### src/rtl/mac_pkg.sv
package mac_pkg;
    typedef enum logic [1:0] {
        ST_IDLE = 2'd0,
        ST_CALC = 2'd1,
        ST_DONE = 2'd2
    } mac_state_t;
endpackage

### src/rtl/mac_digit_pp.sv
// Partial product of a wide multiplicand by one narrow multiplier digit,
// built as a chain of conditionally added shifted copies.
module mac_digit_pp #(
    parameter int PROD_W  = 64,
    parameter int DIGIT_W = 8
) (
    input  logic [PROD_W-1:0]  mcand_i,
    input  logic [DIGIT_W-1:0] digit_i,
    output logic [PROD_W-1:0]  pp_o
);
    logic [PROD_W-1:0] chain [0:DIGIT_W];

    assign chain[0] = '0;

    for (genvar j = 0; j < DIGIT_W; j++) begin : g_row
        logic [PROD_W-1:0] row;
        assign row          = digit_i[j] ? (mcand_i << j) : '0;
        assign chain[j + 1] = chain[j] + row;
    end

    assign pp_o = chain[DIGIT_W];
endmodule

### src/rtl/mac_fsm.sv
module mac_fsm
    import mac_pkg::*;
#(
    parameter int MAX_ITER = 4,
    parameter int CNT_W    = 4
) (
    input  logic clk,
    input  logic rst_n,
    input  logic start_i,
    input  logic tail_done_i,
    output logic load_o,
    output logic step_o,
    output logic finish_o,
    output logic busy_o,
    output logic done_o
);
    mac_state_t state_q, state_d;
    logic [CNT_W-1:0] iter_q;

    always_ff @(posedge clk or negedge rst_n) begin
        if (!rst_n) begin
            state_q <= ST_IDLE;
        end else begin
            state_q <= state_d;
        end
    end

    always_comb begin
        state_d = state_q;
        unique case (state_q)
            ST_IDLE: if (start_i) state_d = ST_CALC;
            ST_CALC: if (tail_done_i) state_d = ST_DONE;
            ST_DONE: state_d = ST_IDLE;
            default: state_d = ST_IDLE;
        endcase
    end

    always_comb begin
        load_o   = 1'b0;
        step_o   = 1'b0;
        finish_o = 1'b0;
        busy_o   = 1'b0;
        done_o   = 1'b0;
        unique case (state_q)
            ST_IDLE: load_o = start_i;
            ST_CALC: begin
                busy_o   = 1'b1;
                step_o   = !tail_done_i;
                finish_o = tail_done_i;
            end
            ST_DONE: begin
                busy_o = 1'b1;
                done_o = 1'b1;
            end
            default: ;
        endcase
    end

    // digit counter, kept to bound the iteration loop
    always_ff @(posedge clk or negedge rst_n) begin
        if (!rst_n) begin
            iter_q <= '0;
        end else if (load_o) begin
            iter_q <= '0;
        end else if (step_o) begin
            iter_q <= iter_q + 1'b1;
        end
    end

    AST_ITER_BOUND: assert property (@(posedge clk) disable iff (!rst_n)
        iter_q <= CNT_W'(MAX_ITER));
    AST_DONE_SINGLE: assert property (@(posedge clk) disable iff (!rst_n)
        done_o |=> !done_o);
    AST_START_TAKEN: assert property (@(posedge clk) disable iff (!rst_n)
        (!busy_o && start_i) |=> (busy_o && !done_o));
endmodule

### src/rtl/mac_datapath.sv
module mac_datapath #(
    parameter int DATA_W  = 32,
    parameter int DIGIT_W = 8
) (
    input  logic              clk,
    input  logic              rst_n,
    input  logic              load_i,
    input  logic              step_i,
    input  logic              finish_i,
    input  logic              long_i,
    input  logic              acc_en_i,
    input  logic              signed_i,
    input  logic              set_flags_i,
    input  logic [DATA_W-1:0] op_m_i,
    input  logic [DATA_W-1:0] op_s_i,
    input  logic [DATA_W-1:0] acc_hi_i,
    input  logic [DATA_W-1:0] acc_lo_i,
    output logic              tail_done_o,
    output logic              long_o,
    output logic              set_flags_o,
    output logic [2*DATA_W-1:0] acc_o
);
    localparam int PROD_W = 2 * DATA_W;

    logic [PROD_W-1:0] mcand_q;
    logic [DATA_W-1:0] mplier_q;
    logic [PROD_W-1:0] acc_q;
    logic              long_q, sgn_q, sf_q;

    logic              sgn_eff;
    logic [PROD_W-1:0] mcand_init, acc_init, pp, fin_val;
    logic              tail_zero, tail_ones;

    assign sgn_eff    = signed_i & long_i;
    assign mcand_init = {{DATA_W{sgn_eff & op_m_i[DATA_W-1]}}, op_m_i};
    assign acc_init   = !acc_en_i ? '0 :
                        (long_i ? {acc_hi_i, acc_lo_i} : {{DATA_W{1'b0}}, acc_lo_i});

    assign tail_zero   = (mplier_q == '0);
    assign tail_ones   = sgn_q & (&mplier_q);
    assign tail_done_o = tail_zero | tail_ones;

    mac_digit_pp #(
        .PROD_W (PROD_W),
        .DIGIT_W(DIGIT_W)
    ) u_pp (
        .mcand_i(mcand_q),
        .digit_i(mplier_q[DIGIT_W-1:0]),
        .pp_o   (pp)
    );

    // an all-ones signed tail is worth -1 times the shifted multiplicand
    assign fin_val = acc_q - (tail_ones ? mcand_q : '0);

    always_ff @(posedge clk or negedge rst_n) begin
        if (!rst_n) begin
            mcand_q  <= '0;
            mplier_q <= '0;
            acc_q    <= '0;
            long_q   <= 1'b0;
            sgn_q    <= 1'b0;
            sf_q     <= 1'b0;
        end else if (load_i) begin
            mcand_q  <= mcand_init;
            mplier_q <= op_s_i;
            acc_q    <= acc_init;
            long_q   <= long_i;
            sgn_q    <= sgn_eff;
            sf_q     <= set_flags_i;
        end else if (step_i) begin
            acc_q    <= acc_q + pp;
            mcand_q  <= mcand_q << DIGIT_W;
            mplier_q <= sgn_q ? DATA_W'($signed(mplier_q) >>> DIGIT_W)
                              : (mplier_q >> DIGIT_W);
        end else if (finish_i) begin
            acc_q <= long_q ? fin_val : {{DATA_W{1'b0}}, fin_val[DATA_W-1:0]};
        end
    end

    assign acc_o       = acc_q;
    assign long_o      = long_q;
    assign set_flags_o = sf_q;

    AST_MODE_FROZEN: assert property (@(posedge clk) disable iff (!rst_n)
        step_i |=> ($stable(long_q) && $stable(sgn_q) && $stable(sf_q)));
    AST_STEP_PROGRESS: assert property (@(posedge clk) disable iff (!rst_n)
        step_i |=> ($past(mplier_q) != mplier_q));
endmodule

### src/rtl/mac_iter_unit.sv
module mac_iter_unit #(
    parameter int DATA_W  = 32,
    parameter int DIGIT_W = 8
) (
    input  logic                clk,
    input  logic                rst_n,
    input  logic                start_i,
    input  logic                long_i,
    input  logic                acc_en_i,
    input  logic                signed_i,
    input  logic                set_flags_i,
    input  logic [DATA_W-1:0]   op_m_i,
    input  logic [DATA_W-1:0]   op_s_i,
    input  logic [DATA_W-1:0]   acc_hi_i,
    input  logic [DATA_W-1:0]   acc_lo_i,
    output logic                busy_o,
    output logic                done_o,
    output logic [2*DATA_W-1:0] result_o,
    output logic                flag_n_o,
    output logic                flag_z_o,
    output logic                flag_we_o
);
    localparam int PROD_W   = 2 * DATA_W;
    localparam int MAX_ITER = DATA_W / DIGIT_W;
    localparam int CNT_W    = $clog2(MAX_ITER + 1) + 1;

    logic load, step, finish, tail_done;
    logic long_q, sf_q;

    mac_fsm #(
        .MAX_ITER(MAX_ITER),
        .CNT_W   (CNT_W)
    ) u_fsm (
        .clk        (clk),
        .rst_n      (rst_n),
        .start_i    (start_i),
        .tail_done_i(tail_done),
        .load_o     (load),
        .step_o     (step),
        .finish_o   (finish),
        .busy_o     (busy_o),
        .done_o     (done_o)
    );

    mac_datapath #(
        .DATA_W (DATA_W),
        .DIGIT_W(DIGIT_W)
    ) u_dp (
        .clk        (clk),
        .rst_n      (rst_n),
        .load_i     (load),
        .step_i     (step),
        .finish_i   (finish),
        .long_i     (long_i),
        .acc_en_i   (acc_en_i),
        .signed_i   (signed_i),
        .set_flags_i(set_flags_i),
        .op_m_i     (op_m_i),
        .op_s_i     (op_s_i),
        .acc_hi_i   (acc_hi_i),
        .acc_lo_i   (acc_lo_i),
        .tail_done_o(tail_done),
        .long_o     (long_q),
        .set_flags_o(sf_q),
        .acc_o      (result_o)
    );

    assign flag_n_o  = long_q ? result_o[PROD_W-1] : result_o[DATA_W-1];
    assign flag_z_o  = (result_o == '0);
    assign flag_we_o = done_o & sf_q;

    AST_SHORT_HIGH_ZERO: assert property (@(posedge clk) disable iff (!rst_n)
        (done_o && !long_q) |-> (result_o[PROD_W-1:DATA_W] == '0));
    AST_IDLE_HOLD: assert property (@(posedge clk) disable iff (!rst_n)
        (!busy_o && !start_i) |=> $stable(result_o));
    AST_FLAG_AT_END: assert property (@(posedge clk) disable iff (!rst_n)
        flag_we_o |-> $past(busy_o));
endmodule

### config.mk
export PLATFORM = sky130hd
export DESIGN_NAME = mac_iter_unit
export DESIGN_NICKNAME = d
export VERILOG_FILES = /design/src/rtl/mac_pkg.sv /design/src/rtl/mac_digit_pp.sv /design/src/rtl/mac_fsm.sv /design/src/rtl/mac_datapath.sv /design/src/rtl/mac_iter_unit.sv
export SDC_FILE = /design/constraint.sdc
export NUM_CORES = 2
export LEC_CHECK = 0
export BUFFER_PORTS_ARGS = -buffer_cell sky130_fd_sc_hd__buf_4
export CELL_PAD_IN_SITES_DETAIL_PLACEMENT = 1
export CELL_PAD_IN_SITES_GLOBAL_PLACEMENT = 1
export CORE_MARGIN = 2
export CORE_UTILIZATION = 43
export CTS_BUF_LIST = sky130_fd_sc_hd__clkbuf_16
export CTS_CLUSTER_DIAMETER = 100
export DETAILED_ROUTE_END_ITERATION = 7
export HOLD_SLACK_MARGIN = 0.05
export PLACE_DENSITY = 0.81
export SYNTH_ARGS = -nofsm -noshare
export SYNTH_HDL_FRONTEND = slang
export SYNTH_SLANG_ARGS = --single-unit
### constraint.sdc
create_clock -name clk -period 17.83 [get_ports clk]
set_input_delay 0.8915 -clock clk [delete_from_list [all_inputs] [get_ports clk]]
set_output_delay 0.8915 -clock clk [all_outputs]
set_load 0.05 [all_outputs]
==> results by group <==
Floorplan
  – Placeable Area: 65,900 um^2
  – Die X-Extent: 262 um
  – Initial Utilization: 43.5%
  – Die ar.: 68,700 um^2
  – Die height: 262 um
  – IO Pins: 204
  – Core Rows: 94

Clocking
  – Max Root-Sink Buffers: 2
  – Clock root buffer: clkbuf_16
  – Clock-pin transition on the worst setup and hold timing paths: 80 ps
  – CTS sink count: 165
  – Clock Latency Late Sink: 530 ps
  – CTS tree: built
  – Hold buffer count at cts: 0
  – H-tree depth: 4
  – Post-CTS Setup Bufs: 0
  – Post-CTS Resized: 0
  – Clock buffer count from CTS: 17

GRT
  – Overflow after GRT: 0
  – First-pass GRT wire length: 166,000 um
  – Vias in the first global route: 28,500
  – Initial antenna violation count: 1
  – Global Route met1 Usage: 41.5%
  – Largest net degree at the start of global routing: 98
  – Busiest layer in global routing: met2
  – Tot GR Track Use: 31.9%
  – Met2 Usage GRT: 53.6%
  – Grt met3 use: 4.64%

Route
  – Router iterations before antenna repair: 6
  – ANT nets after route: 0
  – Wire per inst: 24.1 um
  – DRC: 0
  – DR iter-0 viols: 2,043
  – Via density: 5.92
  – Routed WL: 106,000 um
  – Vias post-DR: 26,100

Timing
  – Max-slew violations: 0
  – Final min period: 7060 ps
  – Final setup violation count: 0
  – RSZ-0062 raised after global routing: false
  – TNS Setup: 0 ps
  – Hold Slack: 477 ps
  – Fin crit share: 39.6%
  – Worst Tran Pin Value: 1340 ps
  – Slew headroom: 10.6%
  – Clock Skews: 24.2 ps
  – Fmax: 0.142 GHz
  – Final hold violations: 0

Final layout
  – Layout cell share with drive strength beyond 1: 8.41%
  – Final cell count without fillers: 4,408
  – Final Instance Area: 31,200 um^2
  – Area Growth Syn to Fin: 8.82%
  – Final nets: 4,214

Yosys
  – Post-synthesis cell type count: 88
  – Cell with the most instances after synthesis: inv_1
  – EDFF count, synth: 0
  – Synth Net Count: 4,214
  – Sequential area share after synthesis: 14.4%
  – Synth area leader: fa_1
  – Top cell type's share of synthesized area: 28.8%
  – Synthesized area: 28,600 um^2
  – Top FF cell, synth: dfrtp_1
  – Synth async-reset ratio: 100%
  – Commonest cells in the netlist: 485 x inv_1, 484 x nand2_1, 412 x fa_1
  – Seq cells post-synth: 165
  – Avg Synthesized Cell Area: 8.11 um^2
  – Post-Syn Instances: 3,530
  – Ranking of synthesized cells by area: fa_1 29%, dfrtp_1 14%, and2_1 7.8%, inv_1 6.4%, nand2_1 6.3%
  – Synth warnings: 0

Placed design
  – DP Cell Count: 4,375
  – Placer Congestion: 0.921
  – DP Area: 30,500 um^2
  – HPWL Detailed: 80,800 um
  – Count of input and output buffers: 203

Worst setup path
  – Critical Path Fanout Max: 32
  – CP Capture Type: flip-flop
  – CP arrival: 7450 ps
  – WS Path Type: reg2reg
  – FF-to-FF path depth: 21
  – Worst path depth: 21
  – CP Launch Type: flip-flop
  – Worst path most repeated cell: fa_1
  – Worst path top cell family by delay: adder cells
  – CP bufs+invs: 4
  – Slowest-stage cell, CP: dfrtp_2
  – Worst Path Required: 18,220 ps
  – Worst path cell trace: buf_4, nand2_1, fa_1, fa_1, inv_1, fa_1, inv_1, fa_1, inv_1, ha_1, and3_1, a221o_1, nand2_1, a211oi_1, o21ai_1, a31oi_1, a221oi_2, o21ai_1, xor2_1, a222oi_1, o21ai_1
  – Max incr delay on CP: 890 ps

Flow run
  – Max-cap viol count: 0

Min path
  – Hold Path Class: in2async

Outcome
  – Status: completed
metrics by stage:
stage / worst slack (ps) / util, %
6_report: 10770 / 47.3
5_1_grt: 10430 / 47.3
4_1_cts: 10820 / 47.3
3_5_place_dp: 10840 / 46.4
3_3_place_gp: 10990 / 46.4
2_1_floorplan: 11930 / -
worst paths after layout:
path / from / to / slack [ps]
worst min register to register: u_fsm.state_q[1] / u_fsm.state_q[1] / 560
worst max register to register: u_dp.mplier_q[7] / u_dp.acc_o[58] / 10770
worst max-delay path: u_dp.mplier_q[7] / u_dp.acc_o[58] / 10770
min in group clk: u_fsm.state_q[1] / u_fsm.state_q[1] / 560
max in group asynchronous: rst_n / u_dp.mplier_q[6] / 15750
worst min-delay path: rst_n / u_dp.mplier_q[26] / 480
registers in the layout, summed over array words and instances (netlist names):
signal,count
u_dp.acc_o,64
u_dp.mcand_q,64
u_dp.mplier_q,32
u_fsm.state_q,2
u_dp.long_o,1
u_dp.set_flags_o,1
u_dp.sgn_q,1
cells in the final DEF, fill, tap and decap left out, drive strengths merged, types with 6 or more instances in the layout:
| master | n |
|---|---|
| a211oi | 14 |
| o22ai | 8 |
| nand3 | 61 |
| nand2b | 11 |
| ha | 137 |
| buf | 224 |
| dfrtp | 165 |
| and3 | 16 |
| o21ai | 192 |
| fa | 412 |
| o21a | 16 |
| clkinv | 6 |
| a31oi | 70 |
| nor4 | 36 |
| inv | 492 |
| o21bai | 29 |
| a222oi | 7 |
| o31ai | 13 |
| xnor2 | 82 |
| nor2b | 13 |
| a22oi | 13 |
| nand2 | 484 |
| o211ai | 30 |
| and2 | 357 |
| a21o | 67 |
| a221oi | 10 |
| nand4 | 41 |
| o221ai | 8 |
| a2111oi | 7 |
| nor2 | 163 |
| a21oi | 199 |
| nor3 | 20 |
| clkbuf | 18 |
| o31a | 6 |
| xor2 | 38 |
logic make-up after synthesis:
kind of cell	share of synthesized area (%)
xor gates and xnor gates	3.67
DFF	14.4
AOI/OAI and AO/OA	16.5
adders and majority gates	34.8
muxes	0.175
and+or+nand+nor	20.8
buffers and inverters	9.61
routing by layer:
metal  vias up  share of wire (%)
met2      1013                 48
met1     13500                 41
met4         2                3.7
li1      11400                  -
met3       224                6.8
met5         -              0.015
final cells by class:
type                       instances  area (um^2)
inverter                         486         1820
sequential                       165         4140
antenna                            1         2.50
multi-input combinational       2635        21800
timing repair buffer             225         1700
clock inverter                    15          190
clock buffer                      17          425
fill                            7991        34700
tap                              864         1080
Power is not shown: default switching activity piles up to over one toggle a cycle in this logic, so the estimate is an artifact.
